--- src/rtl/uart_regif_pkg.sv ---
package uart_regif_pkg;

    localparam int unsigned BYTE_W = 8;
    localparam int unsigned BIT_W  = $clog2(BYTE_W);

    localparam logic LOC_DATA = 1'b0;
    localparam logic LOC_STAT = 1'b1;

    localparam int unsigned ST_RX_READY = 0;
    localparam int unsigned ST_RX_ERROR = 1;
    localparam int unsigned ST_TX_READY = 2;

    typedef enum logic [1:0] {
        TX_IDLE,
        TX_START,
        TX_DATA,
        TX_STOP
    } tx_state_e;

    typedef enum logic [2:0] {
        RX_IDLE,
        RX_START,
        RX_DATA,
        RX_STOP,
        RX_FULL,
        RX_ERR
    } rx_state_e;

    typedef struct packed {
        logic              load;
        logic [BYTE_W-1:0] data;
    } tx_cmd_t;

    typedef struct packed {
        logic              full;
        logic              err;
        logic [BYTE_W-1:0] data;
    } rx_view_t;

    // Full is checked before error so the two flags never appear together.
    function automatic logic [BYTE_W-1:0] pack_status(input logic rx_full,
                                                      input logic rx_err,
                                                      input logic tx_idle);
        logic [BYTE_W-1:0] s;
        s = '0;
        if (rx_full) begin
            s[ST_RX_READY] = 1'b1;
        end else if (rx_err) begin
            s[ST_RX_ERROR] = 1'b1;
        end
        s[ST_TX_READY] = tx_idle;
        return s;
    endfunction

endpackage

--- src/rtl/uart_regif_tx.sv ---
module uart_regif_tx
    import uart_regif_pkg::*;
#(
    parameter int unsigned CLKS_PER_BIT = 16
) (
    input  logic    clk,
    input  logic    rst,
    input  tx_cmd_t cmd,
    output logic    txd,
    output logic    idle
);

    localparam int unsigned CNT_W = (CLKS_PER_BIT > 1) ? $clog2(CLKS_PER_BIT) : 1;
    localparam logic [CNT_W-1:0] CNT_LAST = CNT_W'(CLKS_PER_BIT - 1);
    localparam logic [BIT_W-1:0] BIT_LAST = BIT_W'(BYTE_W - 1);

    tx_state_e         state_q;
    logic [CNT_W-1:0]  cnt_q;
    logic [BYTE_W-1:0] shreg_q;
    logic [BIT_W-1:0]  bit_q;
    logic              tick;

    assign tick = (cnt_q == CNT_LAST);

    always_ff @(posedge clk) begin
        if (rst) begin
            state_q <= TX_IDLE;
            cnt_q   <= '0;
            shreg_q <= '0;
            bit_q   <= '0;
        end else if (cmd.load) begin
            // A load always restarts the frame, even mid-transmission.
            state_q <= TX_START;
            cnt_q   <= '0;
            shreg_q <= cmd.data;
            bit_q   <= '0;
        end else begin
            case (state_q)
                TX_IDLE: begin
                    cnt_q <= '0;
                end
                TX_START: begin
                    if (tick) begin
                        cnt_q   <= '0;
                        state_q <= TX_DATA;
                    end else begin
                        cnt_q <= cnt_q + 1'b1;
                    end
                end
                TX_DATA: begin
                    if (tick) begin
                        cnt_q   <= '0;
                        shreg_q <= {1'b0, shreg_q[BYTE_W-1:1]};
                        if (bit_q == BIT_LAST) begin
                            state_q <= TX_STOP;
                            bit_q   <= '0;
                        end else begin
                            bit_q <= bit_q + 1'b1;
                        end
                    end else begin
                        cnt_q <= cnt_q + 1'b1;
                    end
                end
                TX_STOP: begin
                    if (tick) begin
                        cnt_q   <= '0;
                        state_q <= TX_IDLE;
                    end else begin
                        cnt_q <= cnt_q + 1'b1;
                    end
                end
                default: begin
                    state_q <= TX_IDLE;
                    cnt_q   <= '0;
                end
            endcase
        end
    end

    always_comb begin
        case (state_q)
            TX_START: txd = 1'b0;
            TX_DATA:  txd = shreg_q[0];
            default:  txd = 1'b1;
        endcase
    end

    assign idle = (state_q == TX_IDLE);

    AST_TX_LOAD_RESTART: assert property (@(posedge clk) disable iff (rst)
        cmd.load |=> (state_q == TX_START && shreg_q == $past(cmd.data)));

    AST_TX_IDLE_STAYS: assert property (@(posedge clk) disable iff (rst)
        (idle && !cmd.load) |=> idle);

    AST_TX_START_LOW: assert property (@(posedge clk) disable iff (rst)
        cmd.load |=> !txd);

endmodule

--- src/rtl/uart_regif_rx.sv ---
module uart_regif_rx
    import uart_regif_pkg::*;
#(
    parameter int unsigned CLKS_PER_BIT = 16
) (
    input  logic     clk,
    input  logic     rst,
    input  logic     rxd,
    input  logic     restart,
    output rx_view_t view
);

    localparam int unsigned CNT_W = (CLKS_PER_BIT > 1) ? $clog2(CLKS_PER_BIT) : 1;
    localparam logic [CNT_W-1:0] CNT_LAST  = CNT_W'(CLKS_PER_BIT - 1);
    localparam int unsigned      HALF      = (CLKS_PER_BIT >= 2) ? CLKS_PER_BIT / 2 : 1;
    localparam logic [CNT_W-1:0] HALF_LAST = CNT_W'(HALF - 1);
    localparam logic [BIT_W-1:0] BIT_LAST  = BIT_W'(BYTE_W - 1);

    logic              meta_q;
    logic              sync_q;
    rx_state_e         state_q;
    logic [CNT_W-1:0]  cnt_q;
    logic [BIT_W-1:0]  bit_q;
    logic [BYTE_W-1:0] shreg_q;
    logic [BYTE_W-1:0] data_q;
    logic              tick;

    assign tick = (cnt_q == CNT_LAST);

    always_ff @(posedge clk) begin
        if (rst) begin
            meta_q <= 1'b1;
            sync_q <= 1'b1;
        end else begin
            meta_q <= rxd;
            sync_q <= meta_q;
        end
    end

    always_ff @(posedge clk) begin
        if (rst) begin
            state_q <= RX_IDLE;
            cnt_q   <= '0;
            bit_q   <= '0;
            shreg_q <= '0;
            data_q  <= '0;
        end else if (restart) begin
            state_q <= RX_IDLE;
            cnt_q   <= '0;
            bit_q   <= '0;
        end else begin
            case (state_q)
                RX_IDLE: begin
                    cnt_q <= '0;
                    bit_q <= '0;
                    if (!sync_q) begin
                        state_q <= RX_START;
                    end
                end
                RX_START: begin
                    if (cnt_q == HALF_LAST) begin
                        cnt_q   <= '0;
                        state_q <= sync_q ? RX_IDLE : RX_DATA;
                    end else begin
                        cnt_q <= cnt_q + 1'b1;
                    end
                end
                RX_DATA: begin
                    if (tick) begin
                        cnt_q   <= '0;
                        shreg_q <= {sync_q, shreg_q[BYTE_W-1:1]};
                        if (bit_q == BIT_LAST) begin
                            state_q <= RX_STOP;
                            bit_q   <= '0;
                        end else begin
                            bit_q <= bit_q + 1'b1;
                        end
                    end else begin
                        cnt_q <= cnt_q + 1'b1;
                    end
                end
                RX_STOP: begin
                    if (tick) begin
                        cnt_q <= '0;
                        if (sync_q) begin
                            state_q <= RX_FULL;
                            data_q  <= shreg_q;
                        end else begin
                            state_q <= RX_ERR;
                        end
                    end else begin
                        cnt_q <= cnt_q + 1'b1;
                    end
                end
                RX_FULL, RX_ERR: begin
                    cnt_q <= '0;
                end
                default: begin
                    state_q <= RX_IDLE;
                    cnt_q   <= '0;
                end
            endcase
        end
    end

    assign view.full = (state_q == RX_FULL);
    assign view.err  = (state_q == RX_ERR);
    assign view.data = data_q;

    AST_RX_RESTART_IDLE: assert property (@(posedge clk) disable iff (rst)
        restart |=> (state_q == RX_IDLE));

    AST_RX_FULL_HOLDS: assert property (@(posedge clk) disable iff (rst)
        (state_q == RX_FULL && !restart) |=> (state_q == RX_FULL && $stable(data_q)));

    AST_RX_ERR_HOLDS: assert property (@(posedge clk) disable iff (rst)
        (state_q == RX_ERR && !restart) |=> (state_q == RX_ERR));

endmodule

--- src/rtl/uart_regif_bus.sv ---
module uart_regif_bus
    import uart_regif_pkg::*;
(
    input  logic              clk,
    input  logic              rst,
    input  logic              addr,
    input  logic              wr,
    input  logic              rd,
    input  logic [BYTE_W-1:0] wdata,
    output logic [BYTE_W-1:0] rdata,
    input  rx_view_t          rx,
    input  logic              tx_idle,
    output tx_cmd_t           tx_cmd,
    output logic              rx_restart
);

    logic [BYTE_W-1:0] status;
    logic [BYTE_W-1:0] rdata_d;
    logic [BYTE_W-1:0] rdata_q;

    assign status = pack_status(rx.full, rx.err, tx_idle);

    always_comb begin
        tx_cmd.load = wr && (addr == LOC_DATA);
        tx_cmd.data = wdata;
    end

    always_comb begin
        rx_restart = 1'b0;
        if (rd) begin
            if (addr == LOC_DATA) begin
                rx_restart = 1'b1;
            end else if (rx.err && !rx.full) begin
                rx_restart = 1'b1;
            end
        end
    end

    always_comb begin
        rdata_d = '0;
        if (rd) begin
            rdata_d = (addr == LOC_DATA) ? rx.data : status;
        end
    end

    always_ff @(posedge clk) begin
        if (rst) begin
            rdata_q <= '0;
        end else begin
            rdata_q <= rdata_d;
        end
    end

    assign rdata = rdata_q;

    AST_RDATA_QUIET: assert property (@(posedge clk) disable iff (rst)
        !rd |=> (rdata == '0));

    AST_STAT_UNUSED_ZERO: assert property (@(posedge clk) disable iff (rst)
        (rd && addr == LOC_STAT) |=> (rdata[BYTE_W-1:ST_TX_READY+1] == '0));

    AST_STAT_EXCLUSIVE: assert property (@(posedge clk) disable iff (rst)
        (rd && addr == LOC_STAT) |=> !(rdata[ST_RX_READY] && rdata[ST_RX_ERROR]));

    AST_ERR_READ_CLEARS: assert property (@(posedge clk) disable iff (rst)
        (rd && addr == LOC_STAT && rx.err) |=> !rx.err);

    AST_STAT_WRITE_INERT: assert property (@(posedge clk) disable iff (rst)
        (wr && addr == LOC_STAT && tx_idle) |=> tx_idle);

    AST_FULL_READ_KEEPS: assert property (@(posedge clk) disable iff (rst)
        (rd && addr == LOC_STAT && rx.full) |=> rx.full);

endmodule

--- src/rtl/uart_regif.sv ---
module uart_regif
    import uart_regif_pkg::*;
#(
    parameter int unsigned CLKS_PER_BIT = 16
) (
    input  logic       clk,
    input  logic       rst,
    input  logic       bus_addr,
    input  logic       bus_wr,
    input  logic       bus_rd,
    input  logic [7:0] bus_wdata,
    output logic [7:0] bus_rdata,
    output logic       ser_tx,
    input  logic       ser_rx
);

    tx_cmd_t  tx_cmd;
    rx_view_t rx_view;
    logic     tx_idle;
    logic     rx_restart;

    uart_regif_bus u_bus (
        .clk        (clk),
        .rst        (rst),
        .addr       (bus_addr),
        .wr         (bus_wr),
        .rd         (bus_rd),
        .wdata      (bus_wdata),
        .rdata      (bus_rdata),
        .rx         (rx_view),
        .tx_idle    (tx_idle),
        .tx_cmd     (tx_cmd),
        .rx_restart (rx_restart)
    );

    uart_regif_tx #(.CLKS_PER_BIT(CLKS_PER_BIT)) u_tx (
        .clk  (clk),
        .rst  (rst),
        .cmd  (tx_cmd),
        .txd  (ser_tx),
        .idle (tx_idle)
    );

    uart_regif_rx #(.CLKS_PER_BIT(CLKS_PER_BIT)) u_rx (
        .clk     (clk),
        .rst     (rst),
        .rxd     (ser_rx),
        .restart (rx_restart),
        .view    (rx_view)
    );

    AST_TOP_RESET_IDLE: assert property (@(posedge clk)
        $past(rst) |-> (ser_tx && bus_rdata == '0));

endmodule

--- config.mk ---
export PLATFORM = sky130hd
export DESIGN_NAME = uart_regif
export DESIGN_NICKNAME = d
export VERILOG_FILES = /design/src/rtl/uart_regif_pkg.sv /design/src/rtl/uart_regif_tx.sv /design/src/rtl/uart_regif_rx.sv /design/src/rtl/uart_regif_bus.sv /design/src/rtl/uart_regif.sv
export SDC_FILE = /design/constraint.sdc
export NUM_CORES = 1
export LEC_CHECK = 0
export BUFFER_PORTS_ARGS = -buffer_cell sky130_fd_sc_hd__buf_2
export CAP_MARGIN = 20
export CORE_MARGIN = 5
export CORE_UTILIZATION = 55
export CTS_BUF_LIST = sky130_fd_sc_hd__clkbuf_2 sky130_fd_sc_hd__clkbuf_4 sky130_fd_sc_hd__clkbuf_8
export DETAILED_ROUTE_END_ITERATION = 6
export PLACE_DENSITY = 0.75
export REMOVE_ABC_BUFFERS = 1
export SLEW_MARGIN = 20
export SYNTH_ARGS = -nofsm -noshare
export SYNTH_HDL_FRONTEND = slang
export SYNTH_HIERARCHICAL = 1
export SYNTH_SLANG_ARGS = --single-unit
--- constraint.sdc ---
create_clock -name clk -period 2.6 [get_ports clk]
set_clock_uncertainty 0.2 [all_clocks]
set_input_delay 0.52 -clock clk [delete_from_list [all_inputs] [get_ports clk]]
set_output_delay 0.52 -clock clk [all_outputs]
set_load 0.05 [all_outputs]
# After elaboration in Yosys (flattened, before gate mapping)
# Cells that the tools add are included.
word_totals:
  register_bits: 53
  in_bits: 14
  out_inout_bits: 9
  word_cells: 107
classes:
  add_sub_neg: 4
  eq_ne: 26
  n_mux: 34
  bitwise_logic: 4
  n_reduce_logical: 25
op_table:
  columns: ["op", "count"]
  rows:
  - ["$mux W3", 9]
  - ["$mux W8", 3]
  - ["$ne A2 B1 Y1 const B", 8]
  - ["$pmux W4 S2", 2]
  - ["$pmux W3 S5", 1]
  - ["$eq A3 B3 Y1 const B", 4]
  - ["$mux W4", 3]
  - ["$ne A3 B2 Y1 const B", 4]
  - ["$mux W2", 5]
  - ["$reduce_and A5 Y1", 2]
  - ["$reduce_or A2 Y1", 5]
  - ["$add A4 B1 Y4 const B", 2]
  - ["$eq A4 B4 Y1 const B", 2]
  - ["$mux W1", 8]
  - ["$add A3 B1 Y3 const B", 2]
  - ["$eq A3 B2 Y1 const B", 2]
  - ["$pmux W2 S3", 1]
  - ["$pmux W3 S2", 1]
  - ["$reduce_and A2 Y1", 3]
  - ["$reduce_and A6 Y1", 1]
  - ["$reduce_bool A2 Y1", 3]
  - ["$reduce_or A3 Y1", 2]
  - ["$eq A2 B2 Y1 const B", 2]
  - ["$eq A4 B3 Y1 const B", 1]
  - ["13 further kinds", 17]

# Logic depth before layout (Yosys ltp)
# Gate-level depths: netlist (run 1).
depth:
  word_depth: 8
  depth_mapped: 11
  ltp_nobuf: 9

# Hierarchy
# Netlist (run 1), hierarchy kept.
modules_own_cells:
  columns: ["mod", "instances", "cells_each", "area_per_inst_um2", "seq_area_each_um2"]
  rows:
  - ["uart_regif_rx", 1, 119, 1164.9, 560.5]
  - ["uart_regif_tx", 1, 93, 804.5, 340.3]
  - ["uart_regif_bus", 1, 34, 356.6, 160.2]

# Worst setup path before layout (run 1)
# No wires, ideal clock.
synth_timing:
  kind: "register to register"
  from: "reg u_rx.state_q[2]"
  to: "reg u_rx.cnt_q[3]"
  setup_time_ps: 64
  t_arrival_ps: 2042
  required_time_ps: 2336
  setup_slack_ps: 294
  path_stages_with_launch: 10
  path_buffers: 2
  period_less_slack_ps: 2306
  cell_sequence: "dfxtp_1 clkbuf_1 nand2_1 nor2_1 nand2b_1 a21boi_0 or2_2 clkbuf_1 or3_1 nor2_1"
synth_lines:
  columns: ["element", "line", "text"]
  rows:
  - ["start: declaration", "uart_regif_rx.sv:21", "rx_state_e state_q;"]
  - ["start signal: assignment", "uart_regif_rx.sv:63", "state_q <= sync_q ? RX_IDLE : RX_DATA;"]
  - ["end signal: assignment", "uart_regif_rx.sv:65", "cnt_q <= cnt_q + 1'b1;"]
  - ["end signal: assignment", "uart_regif_rx.sv:79", "cnt_q <= cnt_q + 1'b1;"]
  - ["end signal: assignment", "uart_regif_rx.sv:92", "cnt_q <= cnt_q + 1'b1;"]
  - ["end: declaration", "uart_regif_rx.sv:22", "logic [CNT_W-1:0] cnt_q;"]

==> out/metrics.yaml, run 1 <==
core_area_sq_mm: 0.00406
worstHoldPathType: "in -> reg"
power_frac_comb_pct: 5.3
tightest_slew_ns: 0.732
yosys.area_share.adder_pct: 3.23
period_share_pct: 90.0
path_cells: "nand2_1 -> nor2_1 -> nand2b_1 -> a21boi_0 -> buf_4 -> or2_2 -> or3_1 -> nor2_1"
rsz0062_at_grt: "no"
synth_compound_area_share_pct: 13.0
synth_top_flop_cell: "dfxtp_1"
drt_iter0_drc: 117
drive_gt1_share_pct: 18.6
die_h_microns: 75.0
fin_crit_ns: 2.34
critPathLaunchType: "flop"
max_stage_delay_ns: 0.51
critPathKind: "reg -> reg"
grt_first_pass_wirelength_microns: 6980
synthTopCellsByCount: "dfxtp_1, nor2_1, mux2i_1, inv_1, o21ai_0"
ys_ff_latch: 53
dr.pass1.iters: 4
synth_top_family_by_area: "simple AND/OR/NAND/NOR gates"
pwr-share-seq_pct: 61.6
synth_top_area_share_pct: 45.6
grt-ovfl-total: 0
grt_start_max_net_pins: 22
wire_per_inst_microns: 13.4
cts_buffer_depth: 2
synthesis.area_sq_mm: 0.00233
yosys-mux-area-fraction_pct: 7.75
switching_power_mw: 0.311
hold_violations: 0
vdd_drop_max_uv: 396
holdBufCountCts: 0
final_area_sq_mm: 0.00247
instances_no_fill: 308
cts_resized: 0
synth.most_common_cell: "dfxtp_1"
syn_inst: 246
cts_root_buf: "clkbuf_8"
clkPwrFrac_pct: 33.1
grt_pass1_vias: 1585
swShare_pct: 23.0
synth_cell_types: 49
critPathArrivalTime_ns: 2.39
gp_congestion: 0.832
fmax_mhz: 427
synth_xor_area_share_pct: 2.64
power_density_mw_per_mm2: 546
cts_setup_buffers: 0
routed-via-count: 1687
setup_viol: 0
cpMostUsedCell: "nor2_1"
cts_tree: "yes"
ios: 23
clock_latency_ns: 0.30
io_buffers: 22
setup_tns_ns: 0
clk_pin_slew_ns: 0.09
cellInternalPower_mw: 1.04
drc_errors: 0
numCtsBuffers: 5
drtAntennaViolNets: 0
slew_headroom_pct: 51.1
fill_cells: 364
initial_core_util_pct: 57.3
syn_avg_cell_area_sq_um: 9.46
antenna_found_initial: 0
final_nets: 277
cp_max_fo: 11
yosys.area.top_type: "dfxtp_1"
die_w_microns: 75.0
syn_to_final_growth_pct: 6.24
critPathSlowestCell: "dfxtp_1"
diodes: 0
viasPerCell: 5.48
drv_slew: 0
die_area_sq_mm: 0.00563
endpoint_kind: "flop"
cap_violations: 0
required_ns: 2.65
status: "finished, final reports clean"
track_usage_pct: 16.1
worst_slack_ns: 0.261
synth-seq-area-share_pct: 45.6
post_synth_and_or_nand_nor_area_fraction_pct: 19.0
place_ws_ns: 0.203
cts_max_level: 2
place_area_sq_mm: 0.00238
dp.cells: 299
async_reset_ff_share_pct: 0
synth_edf_count: 0
rows: 23
dp_hpwl_microns: 2860
yosys_warnings: 6
synth_area_leaders: "dfxtp_1, mux2i_1, nor2_1, ha_1, buf_4"
leakage_nw: 1.03
drt_wl_total_microns: 4130
cts.sinks: 53
[cell families (layout without fill, tap and decap cells)]
logic type,count (synthesis),in the layout
muxes,18,18
and+or+nand+nor,80,80
AOI/OAI and AO/OA,46,46
buffers and inverters,36,48
DFF,53,53
xor gates and xnor gates,7,7
adders and majority gates,6,6
[worst paths after layout]
check	startpoint	to	slack (ns)	cells past startpoint
setup / recovery	u_rx/state_q[2]$_SDFFE_PP0P_	u_rx/cnt_q[3]$_SDFF_PP0_	0.26	8
hold / removal	ser_rx	u_rx/meta_q$_SDFF_PP1_	0.21	2
setup reg to reg	u_rx/state_q[2]$_SDFFE_PP0P_	u_rx/cnt_q[3]$_SDFF_PP0_	0.26	8
hold reg to reg	u_rx/meta_q$_SDFF_PP1_	u_rx/sync_q$_SDFF_PP1_	0.22	1
[sequential cells by signal, indices dropped and copies added, names as in the netlist, 3 cells and up]
| register | count |
|---|---|
| u_tx/shreg_q | 8 |
| u_tx/cnt_q | 4 |
| u_rx/state_q | 3 |
| u_tx/bit_q | 3 |
| u_rx/bit_q | 3 |
| u_bus/rdata | 8 |
| u_rx/data_q | 8 |
| u_rx/shreg_q | 8 |
| u_rx/cnt_q | 4 |
[layout make-up]
| cell class | instances | area, sq um | share of cell area [%] |
|---|---|---|---|
| well taps | 50 | 62.6 | 2.53 |
| clock inverters | 3 | 17.5 | 0.709 |
| repair buffers | 28 | 155 | 6.28 |
| inverters | 12 | 45.0 | 1.82 |
| clock buffers | 5 | 68.8 | 2.78 |
| flip-flops and latches | 53 | 1060 | 42.9 |
| multi-input cells | 157 | 1060 | 42.9 |
[layout by cell type, fill, tap and decap left out, types with 7 or more instances in the layout]
cell type  netlist  routed
a21oi_1          8       8
a221oi_1         7       7
a31oi_1          8       8
buf_2            4      22
dfxtp_1         53      53
inv_1           11      11
mux2i_1         18      18
nand2_1          7       7
nor2_1          33      33
o21ai_0         11      11
[critical path, delay by kind of cell (launching register included)]
family | cells | cell delay, ns
DFF | 1 | 0.51
AOI/OAI and AO/OA | 1 | 0.07
buffers and inverters | 1 | 0.16
and+or+nand+nor | 6 | 1.33
[metal layers]
metal  routed length (microns)  up-vias  track usage, %
li1                          -      870               -
met1                      1990      789            21.2
met2                      1930       23            25.6
met3                       168        5            4.01
met4                        51        0            5.93
met5                         0        -               0
[metrics by stage]
| step | total power [mW] | utilization [%] | hold slack, ns |
|---|---|---|---|
| CTS | 1.37 | 60.7 | 0.198 |
| finish | 1.35 | 60.9 | 0.207 |
| global route | 1.41 | 60.9 | 0.195 |
| floorplan | 0.890 | - | 0.189 |
| global placement | 0.921 | 58.6 | 0.193 |
| detailed placement | 0.923 | 58.6 | 0.202 |
[power by group through the flow]
stage / clock, mW / combinational [mW] / sequential, mW
after floorplan: 0 / 0.0401 / 0.850
after global placement: 0 / 0.0709 / 0.850
after detailed placement: 0 / 0.0722 / 0.850
after CTS: 0.468 / 0.0725 / 0.831
after global routing: 0.496 / 0.0806 / 0.833
final: 0.447 / 0.0716 / 0.831
Note: power is estimated with default switching activity, not from simulation.
==> run 2: changes to the inputs <==
- ABC_AREA: unset -> 1
- CORE_MARGIN: 5 -> 2
- TNS_END_PERCENT: unset -> 50
==> out/metrics.yaml, run 2 <==
synth_top_family_by_area: "simple AND/OR/NAND/NOR gates"
drtAntennaViolNets: 0
multi_input_area_sq_mm: 0.00109
ios: 23
use_met3_pct: 3.61
synth_compound_area_share_pct: 10.1
die_h_microns: 70.0
cp_num_buf_inv: 3
setup_tns_ns: 0
antenna_found_initial: 0
leakage_nw: 1.13
synth_area_leaders: "dfxtp_1, nand2_1, nor2_1, inv_1, a21oi_1"
rows: 24
ff_latch_area_sq_mm: 0.00106
final_area_sq_mm: 0.00260
clock_latency_ns: 0.30
critPathSlowestCell: "dfxtp_1"
final_common_cell: "nand2_1"
power_density_mw_per_mm2: 699
path_cells: "inv_1 -> nand2_1 -> nor2_1 -> inv_1 -> nand2_1 -> nand2_1 -> nor2_1 -> nor2_1 -> inv_1 -> nor3_1 -> nand2_1 -> nor2_1"
fmax_mhz: 483
yosys.area.top_type: "dfxtp_1"
period_share_pct: 79.6
async_reset_ff_share_pct: 0
die_w_microns: 70.0
yosys-mux-area-fraction_pct: 0
cts_setup_buffers: 0
routed-via-count: 1902
hold_violations: 0
synth_cell_types: 30
synth-seq-area-share_pct: 44.2
core_area_sq_mm: 0.00426
dp_hpwl_microns: 2990
fill_cells: 394
endpoint_kind: "flop"
critPathArrivalTime_ns: 2.11
worstHoldPathType: "in -> reg"
cts_buffer_depth: 2
syn_to_final_growth_pct: 8.45
vdd_drop_max_uv: 332
setup_viol: 0
fin_crit_ns: 2.07
gp_congestion: 0.955
holdBufCountCts: 0
viasPerCell: 4.93
syn_inst: 317
grt_first_pass_wirelength_microns: 7430
place_area_sq_mm: 0.00248
critPathLaunchType: "flop"
yosys.area_share.adder_pct: 3.13
drv_slew: 0
clk_pin_slew_ns: 0.09
drt_iter0_drc: 75
cp_top_family: "simple AND/OR/NAND/NOR gates"
slew_headroom_pct: 75.1
final_nets: 353
diodes: 0
io_buffers: 22
synthTopCellsByCount: "nand2_1, nor2_1, dfxtp_1, inv_1, a21oi_1"
critPathKind: "reg -> reg"
max_stage_delay_ns: 0.50
synthesis.area_sq_mm: 0.00240
grtUsageMet1_pct: 22.7
track_usage_pct: 18.6
status: "finished, final reports clean"
cap_violations: 0
drt_wl_total_microns: 4110
syn_avg_cell_area_sq_um: 7.57
synth_top_area_share_pct: 44.2
yosys_warnings: 6
synth_edf_count: 0
numCtsBuffers: 5
ys_ff_latch: 53
grt_pass1_vias: 1835
grt-ovfl-total: 0
cts.sinks: 53
post_synth_and_or_nand_nor_area_fraction_pct: 30.9
grt_start_max_net_pins: 18
synth.most_common_cell: "nand2_1"
synth_top_flop_cell: "dfxtp_1"
cts_root_buf: "clkbuf_8"
tightest_slew_ns: 0.374
initial_core_util_pct: 56.2
drc_errors: 0
dr.pass1.iters: 4
required_ns: 2.64
cts_tree: "yes"
grt-busiest-layer: "met2"
cts_resized: 0
die_area_sq_mm: 0.00490
grt_use_met2_pct: 31.7
cp_max_fo: 10
cts_max_level: 2
rsz0062_at_grt: "no"
drive_gt1_share_pct: 17.4
wire_per_inst_microns: 10.6
synth_xor_area_share_pct: 1.46
layout_common_cells: "nand2_1, nor2_1, dfxtp_1"
holdWs_ns: 0.200
run 2: changes by cell type in the layout (fill, tap and decap cells not counted), sizes merged, moves of 8 or more:
| cell | change |
|---|---|
| inv | +24 |
| nand2 | +63 |
| nor2 | +26 |
| a31oi | -8 |
| a21oi | +16 |
| mux2i | -18 |
| o21ai | +9 |
| nand3 | +14 |
run 2: layer usage:
| metal | part of all wire [%] | wire [microns] | vias to the layer above |
|---|---|---|---|
| met5 | 0 | 0 | - |
| met1 | 47 | 1930 | 826 |
| met2 | 47 | 1940 | 47 |
| li1 | - | - | 1021 |
| met3 | 4.1 | 167 | 8 |
| met4 | 1.9 | 77 | 0 |
run 2: logic make-up after synthesis:
group,after synthesis
adders and majority gates,6
xor gates and xnor gates,4
DFF,53
buffers and inverters,51
and+or+nand+nor,157
AOI/OAI and AO/OA,46
run 2: final timing paths:
| kind | from | end | slack (ns) | cells after the start |
|---|---|---|---|---|
| max | u_rx/state_q[1]$_SDFFE_PP0P_ | u_rx/cnt_q[3]$_SDFF_PP0_ | 0.53 | 12 |
| min reg2reg | u_rx/meta_q$_SDFF_PP1_ | u_rx/sync_q$_SDFF_PP1_ | 0.22 | 1 |
| max reg2reg | u_rx/state_q[1]$_SDFFE_PP0P_ | u_rx/cnt_q[3]$_SDFF_PP0_ | 0.53 | 12 |
| min | ser_rx | u_rx/meta_q$_SDFF_PP1_ | 0.20 | 2 |
run 2: layout make-up:
cell class | instances | share of cell area, %
Sequential cell | 53 | 40.8
Inverter | 37 | 5.48
Clock buffer | 6 | 3.17
Timing Repair Buffer | 23 | 4.52
Multi-Input combinational cell | 213 | 42.1
Tap cell | 52 | 2.50
Clock inverter | 2 | 1.44
run 2: power breakdown:
| part | switching [mW] | internal (mW) | total, mW |
|---|---|---|---|
| logic | 0.234 | 0.121 | 0.356 |
| registers | 0.0525 | 0.843 | 0.895 |
| clock network | 0.253 | 0.313 | 0.566 |
run 2: per-stage QoR:
step,power [mW],util [%],setup WS (ns),instances
after floorplan,1.18,-,0.744,303
after global placement,1.25,58.2,0.708,378
after detailed placement,1.26,58.2,0.596,378
after CTS,1.82,61.0,0.563,386
after global routing,1.93,61.0,0.232,386
final,1.82,61.0,0.529,386
